$ cat config.mk
export PLATFORM = sky130hd
export DESIGN_NAME = dma_engine
export DESIGN_NICKNAME = d
export VERILOG_FILES = /design/src/rtl/dma_pkg.sv /design/src/rtl/dma_req_track.sv /design/src/rtl/dma_addr_gen.sv /design/src/rtl/dma_lane_align.sv /design/src/rtl/dma_beat_ctl.sv /design/src/rtl/dma_engine.sv
export SDC_FILE = /design/constraint.sdc
export NUM_CORES = 1
export LEC_CHECK = 0
export CORE_MARGIN = 2
export CORE_UTILIZATION = 45
export CTS_CLUSTER_SIZE = 30
export DETAILED_ROUTE_END_ITERATION = 6
export GPL_ROUTABILITY_DRIVEN = 0
export PLACE_DENSITY = 0.73
export RECOVER_POWER = 100
export REMOVE_ABC_BUFFERS = 1
export SYNTH_ARGS = -nofsm -noshare
export SYNTH_HDL_FRONTEND = slang
export SYNTH_SLANG_ARGS = --single-unit
$ cat constraint.sdc
create_clock -name clk -period 3.65 [get_ports clk]
set_clock_uncertainty 0.15 [all_clocks]
set_input_delay 0.73 -clock clk [delete_from_list [all_inputs] [get_ports clk]]
set_output_delay 0.73 -clock clk [all_outputs]
set_load 0.02 [all_outputs]
$ cat src/rtl/dma_pkg.sv
package dma_pkg;
  localparam logic [1:0] MODE_M2M = 2'b00;
  localparam logic [1:0] MODE_P2M = 2'b01;
  localparam logic [1:0] MODE_M2P = 2'b10;
  localparam logic [1:0] MODE_BAD = 2'b11;

  typedef enum logic [2:0] {
    ST_IDLE,
    ST_PACE,
    ST_ARB,
    ST_RD,
    ST_WR
  } beat_state_e;

  function automatic logic [2:0] item_bytes(input logic [1:0] wcode);
    case (wcode)
      2'd0:    return 3'd1;
      2'd1:    return 3'd2;
      2'd2:    return 3'd4;
      default: return 3'd0;
    endcase
  endfunction

  function automatic logic cfg_ok(input logic [1:0] mode, input logic [1:0] wcode);
    return (mode != MODE_BAD) && (wcode != 2'd3);
  endfunction

  function automatic logic src_moves(input logic [1:0] mode);
    return mode != MODE_P2M;
  endfunction

  function automatic logic dst_moves(input logic [1:0] mode);
    return mode != MODE_M2P;
  endfunction
endpackage

$ cat src/rtl/dma_req_track.sv
module dma_req_track #(
  parameter int PEND_W = 2
) (
  input  logic clk,
  input  logic rst_n,
  input  logic clear,
  input  logic per_req,
  input  logic take,
  output logic has_req
);
  localparam logic [PEND_W-1:0] PEND_MAX = '1;

  logic              req_q;
  logic [PEND_W-1:0] pend_q;
  logic              rise;

  assign rise    = per_req & ~req_q;
  assign has_req = pend_q != '0;

  always_ff @(posedge clk or negedge rst_n) begin
    if (!rst_n) begin
      req_q  <= 1'b0;
      pend_q <= '0;
    end else begin
      req_q <= per_req;
      if (clear)
        pend_q <= '0;
      else if (rise && !take && pend_q != PEND_MAX)
        pend_q <= pend_q + 1'b1;
      else if (take && !rise)
        pend_q <= pend_q - 1'b1;
    end
  end

  // a beat is only taken against a recorded request
  a_r8_take_needs_req: assert property (@(posedge clk) disable iff (!rst_n)
    take |-> has_req);
endmodule

$ cat src/rtl/dma_addr_gen.sv
module dma_addr_gen
  import dma_pkg::*;
#(
  parameter int ADDR_W = 32,
  parameter int CNT_W  = 16
) (
  input  logic              clk,
  input  logic              rst_n,
  input  logic              load,
  input  logic              step,
  input  logic [ADDR_W-1:0] cfg_src,
  input  logic [ADDR_W-1:0] cfg_dst,
  input  logic [CNT_W-1:0]  cfg_count,
  input  logic [1:0]        cfg_width,
  input  logic [1:0]        cfg_mode,
  output logic [ADDR_W-1:0] src_q,
  output logic [ADDR_W-1:0] dst_q,
  output logic [1:0]        width_q,
  output logic [1:0]        mode_q,
  output logic              last_item
);
  logic [CNT_W-1:0]  left_q;
  logic [ADDR_W-1:0] stride;

  assign stride    = ADDR_W'(item_bytes(width_q));
  assign last_item = left_q == CNT_W'(1);

  always_ff @(posedge clk or negedge rst_n) begin
    if (!rst_n) begin
      src_q   <= '0;
      dst_q   <= '0;
      left_q  <= '0;
      width_q <= 2'd0;
      mode_q  <= MODE_M2M;
    end else if (load) begin
      src_q   <= cfg_src;
      dst_q   <= cfg_dst;
      left_q  <= cfg_count;
      width_q <= cfg_width;
      mode_q  <= cfg_mode;
    end else if (step) begin
      if (src_moves(mode_q)) src_q <= src_q + stride;
      if (dst_moves(mode_q)) dst_q <= dst_q + stride;
      left_q <= left_q - 1'b1;
    end
  end

  a_r2_both_advance: assert property (@(posedge clk) disable iff (!rst_n)
    (step && mode_q == MODE_M2M) |=>
      (src_q == $past(src_q) + $past(stride)) && (dst_q == $past(dst_q) + $past(stride)));
  a_r3_src_fixed: assert property (@(posedge clk) disable iff (!rst_n)
    (step && mode_q == MODE_P2M) |=> $stable(src_q) && (dst_q == $past(dst_q) + $past(stride)));
  a_r4_dst_fixed: assert property (@(posedge clk) disable iff (!rst_n)
    (step && mode_q == MODE_M2P) |=> $stable(dst_q) && (src_q == $past(src_q) + $past(stride)));
endmodule

$ cat src/rtl/dma_lane_align.sv
module dma_lane_align
  import dma_pkg::*;
#(
  parameter int DATA_W = 32
) (
  input  logic [1:0]                     width_q,
  input  logic [$clog2(DATA_W/8)-1:0]    src_off,
  input  logic [$clog2(DATA_W/8)-1:0]    dst_off,
  input  logic [DATA_W-1:0]              bus_rdata,
  input  logic [DATA_W-1:0]              item_q,
  output logic [DATA_W/8-1:0]            rd_be,
  output logic [DATA_W/8-1:0]            wr_be,
  output logic [DATA_W-1:0]              rd_item,
  output logic [DATA_W-1:0]              wr_data
);
  localparam int LANES = DATA_W / 8;
  localparam int OFF_W = $clog2(LANES);

  function automatic logic [LANES-1:0] lanes_for(input logic [1:0] w,
                                                 input logic [OFF_W-1:0] off);
    logic [LANES-1:0] base;
    base = '0;
    for (int i = 0; i < LANES; i++)
      if (i < int'(item_bytes(w))) base[i] = 1'b1;
    return base << off;
  endfunction

  function automatic logic [DATA_W-1:0] item_mask(input logic [1:0] w);
    logic [DATA_W-1:0] m;
    m = '0;
    for (int i = 0; i < LANES; i++)
      if (i < int'(item_bytes(w))) m[8*i +: 8] = 8'hFF;
    return m;
  endfunction

  assign rd_be   = lanes_for(width_q, src_off);
  assign wr_be   = lanes_for(width_q, dst_off);
  assign rd_item = (bus_rdata >> {src_off, 3'b000}) & item_mask(width_q);
  assign wr_data = item_q << {dst_off, 3'b000};
endmodule

$ cat src/rtl/dma_beat_ctl.sv
module dma_beat_ctl
  import dma_pkg::*;
#(
  parameter int DATA_W = 32
) (
  input  logic              clk,
  input  logic              rst_n,
  input  logic              cfg_start,
  input  logic [1:0]        cfg_mode,
  input  logic [1:0]        cfg_width,
  input  logic              cfg_count_zero,
  input  logic [1:0]        mode_q,
  input  logic              last_item,
  input  logic              has_req,
  input  logic              bus_gnt,
  input  logic              bus_wait,
  input  logic [DATA_W-1:0] rd_item,
  output logic              load,
  output logic              take,
  output logic              rd_fire,
  output logic              wr_fire,
  output logic [DATA_W-1:0] item_q,
  output logic              bus_req,
  output logic              bus_rd,
  output logic              bus_wr,
  output logic              busy,
  output logic              done,
  output logic              irq,
  output logic              cfg_err
);
  beat_state_e st, nxt;
  logic accept, good, empty_ok, finish, paced;

  assign accept   = (st == ST_IDLE) && cfg_start;
  assign good     = cfg_ok(cfg_mode, cfg_width);
  assign empty_ok = accept && good && cfg_count_zero;
  assign load     = accept && good && !cfg_count_zero;
  assign take     = (st == ST_PACE) && has_req;
  assign rd_fire  = (st == ST_RD) && !bus_wait;
  assign wr_fire  = (st == ST_WR) && !bus_wait;
  assign finish   = wr_fire && last_item;
  assign paced    = mode_q != MODE_M2M;

  assign bus_req = (st == ST_ARB) || (st == ST_RD) || (st == ST_WR);
  assign bus_rd  = st == ST_RD;
  assign bus_wr  = st == ST_WR;
  assign busy    = st != ST_IDLE;

  always_comb begin
    nxt = st;
    case (st)
      ST_IDLE: if (load) nxt = (cfg_mode == MODE_M2M) ? ST_ARB : ST_PACE;
      ST_PACE: if (take) nxt = ST_ARB;
      ST_ARB:  if (bus_gnt) nxt = ST_RD;
      ST_RD:   if (rd_fire) nxt = ST_WR;
      ST_WR:   if (wr_fire) nxt = finish ? ST_IDLE : (paced ? ST_PACE : ST_RD);
      default: nxt = ST_IDLE;
    endcase
  end

  always_ff @(posedge clk or negedge rst_n) begin
    if (!rst_n) begin
      st      <= ST_IDLE;
      item_q  <= '0;
      done    <= 1'b0;
      irq     <= 1'b0;
      cfg_err <= 1'b0;
    end else begin
      st  <= nxt;
      irq <= finish || empty_ok;
      if (rd_fire) item_q <= rd_item;
      if (load) done <= 1'b0;
      else if (finish || empty_ok) done <= 1'b1;
      if (accept) cfg_err <= !good;
    end
  end

  a_r5_err_idle: assert property (@(posedge clk) disable iff (!rst_n)
    cfg_err |-> !busy && !bus_req);
  a_r6_empty_irq: assert property (@(posedge clk) disable iff (!rst_n)
    empty_ok |=> irq && done && !bus_req);
  a_r8_release: assert property (@(posedge clk) disable iff (!rst_n)
    (wr_fire && paced) |=> !bus_req);
  a_r9_back_to_back: assert property (@(posedge clk) disable iff (!rst_n)
    (wr_fire && !paced && !last_item) |=> bus_rd && bus_req);
  a_r10_rd_hold: assert property (@(posedge clk) disable iff (!rst_n)
    (bus_rd && bus_wait) |=> bus_rd);
  a_r10_wr_hold: assert property (@(posedge clk) disable iff (!rst_n)
    (bus_wr && bus_wait) |=> bus_wr);
  a_r11_irq_done: assert property (@(posedge clk) disable iff (!rst_n)
    irq |-> done && !busy);
  a_r12_no_gnt_no_rd: assert property (@(posedge clk) disable iff (!rst_n)
    (st == ST_ARB && !bus_gnt) |=> !bus_rd);
endmodule

$ cat src/rtl/dma_engine.sv
module dma_engine
  import dma_pkg::*;
#(
  parameter int ADDR_W = 32,
  parameter int DATA_W = 32,
  parameter int CNT_W  = 16,
  parameter int PEND_W = 2
) (
  input  logic                clk,
  input  logic                rst_n,
  input  logic                cfg_start,
  input  logic [1:0]          cfg_mode,
  input  logic [1:0]          cfg_width,
  input  logic [CNT_W-1:0]    cfg_count,
  input  logic [ADDR_W-1:0]   cfg_src,
  input  logic [ADDR_W-1:0]   cfg_dst,
  input  logic                per_req,
  output logic                bus_req,
  input  logic                bus_gnt,
  output logic                bus_rd,
  output logic                bus_wr,
  output logic [ADDR_W-1:0]   bus_addr,
  output logic [DATA_W/8-1:0] bus_be,
  output logic [DATA_W-1:0]   bus_wdata,
  input  logic [DATA_W-1:0]   bus_rdata,
  input  logic                bus_wait,
  output logic                busy,
  output logic                done,
  output logic                irq,
  output logic                cfg_err
);
  localparam int LANES = DATA_W / 8;
  localparam int OFF_W = $clog2(LANES);

  logic              load, take, rd_fire, wr_fire, has_req, last_item;
  logic [ADDR_W-1:0] src_q, dst_q;
  logic [1:0]        width_q, mode_q;
  logic [DATA_W-1:0] item_q, rd_item, wr_data;
  logic [LANES-1:0]  rd_be, wr_be;

  dma_req_track #(.PEND_W(PEND_W)) u_req (
    .clk(clk), .rst_n(rst_n), .clear(load), .per_req(per_req),
    .take(take), .has_req(has_req)
  );

  dma_addr_gen #(.ADDR_W(ADDR_W), .CNT_W(CNT_W)) u_addr (
    .clk(clk), .rst_n(rst_n), .load(load), .step(wr_fire),
    .cfg_src(cfg_src), .cfg_dst(cfg_dst), .cfg_count(cfg_count),
    .cfg_width(cfg_width), .cfg_mode(cfg_mode),
    .src_q(src_q), .dst_q(dst_q), .width_q(width_q), .mode_q(mode_q),
    .last_item(last_item)
  );

  dma_lane_align #(.DATA_W(DATA_W)) u_lane (
    .width_q(width_q), .src_off(src_q[OFF_W-1:0]), .dst_off(dst_q[OFF_W-1:0]),
    .bus_rdata(bus_rdata), .item_q(item_q),
    .rd_be(rd_be), .wr_be(wr_be), .rd_item(rd_item), .wr_data(wr_data)
  );

  dma_beat_ctl #(.DATA_W(DATA_W)) u_ctl (
    .clk(clk), .rst_n(rst_n), .cfg_start(cfg_start), .cfg_mode(cfg_mode),
    .cfg_width(cfg_width), .cfg_count_zero(cfg_count == '0),
    .mode_q(mode_q), .last_item(last_item), .has_req(has_req),
    .bus_gnt(bus_gnt), .bus_wait(bus_wait), .rd_item(rd_item),
    .load(load), .take(take), .rd_fire(rd_fire), .wr_fire(wr_fire),
    .item_q(item_q), .bus_req(bus_req), .bus_rd(bus_rd), .bus_wr(bus_wr),
    .busy(busy), .done(done), .irq(irq), .cfg_err(cfg_err)
  );

  assign bus_addr  = bus_wr ? dst_q : src_q;
  assign bus_be    = bus_wr ? wr_be : (bus_rd ? rd_be : '0);
  assign bus_wdata = bus_wr ? wr_data : '0;

  a_r10_addr_hold: assert property (@(posedge clk) disable iff (!rst_n)
    ((bus_rd || bus_wr) && bus_wait) |=> $stable(bus_addr) && $stable(bus_be));
  a_r12_rd_after_gnt: assert property (@(posedge clk) disable iff (!rst_n)
    (bus_rd && !$past(bus_rd) && !$past(bus_wr)) |-> $past(bus_gnt) && $past(bus_req));
  a_r1_be_count: assert property (@(posedge clk) disable iff (!rst_n)
    (bus_rd || bus_wr) |-> $countones(bus_be) == int'(item_bytes(width_q)));
endmodule

==> results.cfg <==
[drt]
drc_errors = 0
route.vias.total = 8511
drtPass1Iterations = 5
drt_first_iter_violations = 677
antenna_left = 0
wire_length_reported_by_the_detailed_router_um = 26100
vias_per_cell = 5.86
detail_route.wl_per_cell_um = 18.0

[synthesis]
netlist_top_cells_count = sky130_fd_sc_hd__nand2_1 (208), sky130_fd_sc_hd__dfrtp_1 (125), sky130_fd_sc_hd__nor2_1 (93)
synthMostInstantiatedCell = sky130_fd_sc_hd__nand2_1
post_synth_edffs = 0
postSynth.asyncResetShare = 1.00
seq_area_frac_synth = 0.378
syn_area_per_cell_um2 = 8.03
syn_inst = 1031
ys_dominant_reg_cell = sky130_fd_sc_hd__dfrtp_1
post_synthesis_register_bit_count = 125
number_of_library_cell_types_mapped_by_synthesis = 59
syn-cell-area_um2 = 8280
post-synth-top-area-fraction = 0.378
post_synth_main_area_contributors = sky130_fd_sc_hd__dfrtp_1 (38%), sky130_fd_sc_hd__nand2_1 (9.4%), sky130_fd_sc_hd__mux2i_1 (4.7%)
yosysTopAreaCell = sky130_fd_sc_hd__dfrtp_1
synth.yosys.warnings = 0

[final_layout]
post_route_cells_drive_above_1_share = 0.0531
layout-area-overhead-vs-synth_pct = 33.6
antenna_cells = 0
finalCoreUtilization = 0.613
final_nets = 1345

[die]
fp-row-count = 49
die-height_um = 140
boundaryPins = 197
initial_utilization = 0.459
dieArea_um2 = 19500
floorplan.core_area_um2 = 18000
chipWidth_um = 140

[setup_path]
crit_path_max_fanout = 31
cp.depth = 8
cp_slowest_cell = sky130_fd_sc_hd__dlygate4sd3_1
regToRegSetupSlack_ps = 490
signal_arrival_time_at_the_worst_endpoint_ps = 2640
critPathRequiredTime_ps = 2770
worst_path_largest_cell_delay_ps = 700
critical-path-top-cell-by-count = sky130_fd_sc_hd__buf_4
critical_path_buf_inv_count = 4
reg2reg_to = u_addr.left_q[14]
cp-start-kind = flop
critical_path.top_delay_family = buffers and inverters
crit_path_kind = flop to output pin
worstRegToRegCells = 7
worstSetupEndpointType = output pin
r2r_start = u_ctl.st[1]
crit_chain = buf_4, nor2_1, nand2_2, clkinv_1, buf_4, nand2_1, o21ai_0, dlygate4sd3_1

[clock_tree]
post_cts_resize_count = 0
cts_root_buf = sky130_fd_sc_hd__clkbuf_16
tritoncts = done
clkLatencyLatePin_ps = 410
cts.sinks = 125
cts.hold.buffers_added = 0
numCtsBuffers = 17
postCtsSetupBuffers = 0
cts.reportedPaths.clkPinSlew_ps = 50
cts_buffer_depth = 2
cts_max_level = 4

[power]
power_switching_w = 0.00353
int_power_w = 0.00470
netSwitchingFraction = 0.429
pwr-share-comb = 0.459
vdd_ir_drop_max_v = 0.000442
power_density_nw_per_um2 = 744
power.clock.fraction = 0.210
sequentialPowerShare = 0.331
power.static_leakage_nw = 4.55

[sta]
final_min_period_over_clock_period = 0.963
finalWorstSetupSlack_ps = 134
final.min_clock_period_ps = 3520
final_max_slew_viol_count = 169
slew_headroom = -0.255
setup-violations-final = 0
rsz0062_at_grt = false
max_freq_mhz = 284
worstMarginPinSlew_ps = 1880
setup-tns-final_ps = 0
number_of_endpoints_with_negative_hold_slack_in_the_final_report = 0

[outcome]
outcome = finished, violations left
violations = max-capacitance violations, max-slew violations

[global_route]
grt_first_pass_wirelength_um = 42400
grt_usage = 0.270
grt_remaining_overflow = 0
antenna_violations_before_repair = 0
via_count_of_the_first_global_routing_pass = 8357
pin_count_of_the_biggest_net_entering_global_routing = 126

[placement]
hpwl_um = 18800
portBuffers = 196
placement.setup.worst_slack_ps = 258

[hold_path]
min_path_cells = 2
whs_endpoint = u_ctl.item_q[28]
min-delay-start = u_ctl.item_q[28]
worst_hold_path_type = flop to flop

[job]
max-cap-violations = 2
worst min-delay path: cells and delay by family, from the launching register on:
kind | cells | cell delay, ps
simple gates | 2 | 100
flops | 1 | 330
power groups by stage:
| stage | Combinational (W) | Sequential, W | Clock (W) |
|---|---|---|---|
| finish | 0.00378 | 0.00273 | 0.00172 |
| global route | 0.00417 | 0.00282 | 0.00181 |
| CTS | 0.00392 | 0.00270 | 0.00175 |
| detailed placement | 0.00390 | 0.00272 | 0 |
| global placement | 0.00383 | 0.00269 | 0 |
| floorplan | 0.00229 | 0.00267 | 0 |
worst max path at each step:
| stage | slack (ps) | endpoint | startpoint |
|---|---|---|---|
| after floorplan | -630 | bus_wdata[0] | u_ctl.st[1] |
| after detailed placement | 260 | u_addr.dst_q[28] | bus_wait |
| final | 130 | bus_addr[19] | u_ctl.st[1] |
| after global routing | 20 | bus_addr[19] | u_ctl.st[1] |
| after CTS | 160 | bus_addr[10] | u_ctl.st[1] |
| after global placement | 310 | u_addr.dst_q[30] | bus_wait |
sequential cells by signal, summed over array words and instances, names as in the netlist:
signal	cells
u_ctl.done	1
u_req.req_q	1
u_addr.left_q	16
u_ctl.st	3
u_req.pend_q	2
u_ctl.item_q	32
u_addr.src_q	32
u_addr.width_q	2
u_addr.mode_q	2
u_ctl.irq	1
u_addr.dst_q	32
u_ctl.cfg_err	1
layout make-up:
| cell class | instances | area [µm²] |
|---|---|---|
| Fill cell | 1604 | 6970 |
| Multi-Input combinational cell | 814 | 4750 |
| Tap cell | 229 | 287 |
| Clock inverter | 7 | 110 |
| Sequential cell | 125 | 3130 |
| Timing Repair Buffer | 235 | 2230 |
| Inverter | 18 | 67.6 |
| Clock buffer | 25 | 485 |
metrics by stage:
step / std cells / hold slack [ps] / area, µm² / power [W]
2_1_floorplan: 957 / 281 / 7980 / 0.00496
3_3_place_gp: 1421 / 295 / 10600 / 0.00652
3_5_place_dp: 1421 / 298 / 10600 / 0.00662
4_1_cts: 1453 / 310 / 11200 / 0.00837
5_1_grt: 1453 / 324 / 11100 / 0.00880
6_report: 1453 / 307 / 11100 / 0.00823
per-layer routing:
layer	wire, µm	track usage
met3	1980	0.0626
met1	11400	0.365
met5	0	0
met4	539	0.0853
met2	12200	0.431
cell families (layout without fill, tap and decap cells):
| group | count (synthesis) | in the layout | share of synthesized area |
|---|---|---|---|
| buffers and inverters | 92 | 285 | 0.0440 |
| adder cells (fa/ha/maj) | 12 | 12 | 0.0181 |
| XOR/XNOR | 34 | 34 | 0.0360 |
| flip-flops | 125 | 125 | 0.378 |
| AND/OR/NAND/NOR | 482 | 482 | 0.280 |
| multiplexers | 40 | 40 | 0.0485 |
| AO/OA/AOI/OAI | 246 | 246 | 0.195 |
cells in the final DEF, fill, tap and decap left out, drive strengths merged, types with 3 or more instances in the layout:
master,Yosys,layout
nand2,208,208
dfrtp,125,125
clkdlybuf4s50,0,123
nor2,93,93
dlygate4sd3,0,72
o21ai,70,70
mux2i,39,39
clkbuf,62,38
a21oi,37,37
nand3,35,35
a31oi,31,31
o31ai,29,29
buf,12,27
or4,24,24
a211oi,23,23
nor2b,21,21
inv,17,17
xor2,17,17
xnor2,17,17
and2,17,17
o211ai,15,15
nand4,14,14
or3,13,13
ha,12,12
and4,10,10
nor3,9,9
nor4,9,9
nand2b,8,8
a211o,8,8
a32o,8,8
and3,6,6
clkinv,1,5
nand4b,4,4
a2111oi,4,4
nor3b,3,3
o2111ai,3,3
bufinv,0,3
or2,3,3
Power figures use the tool's default switching activity.
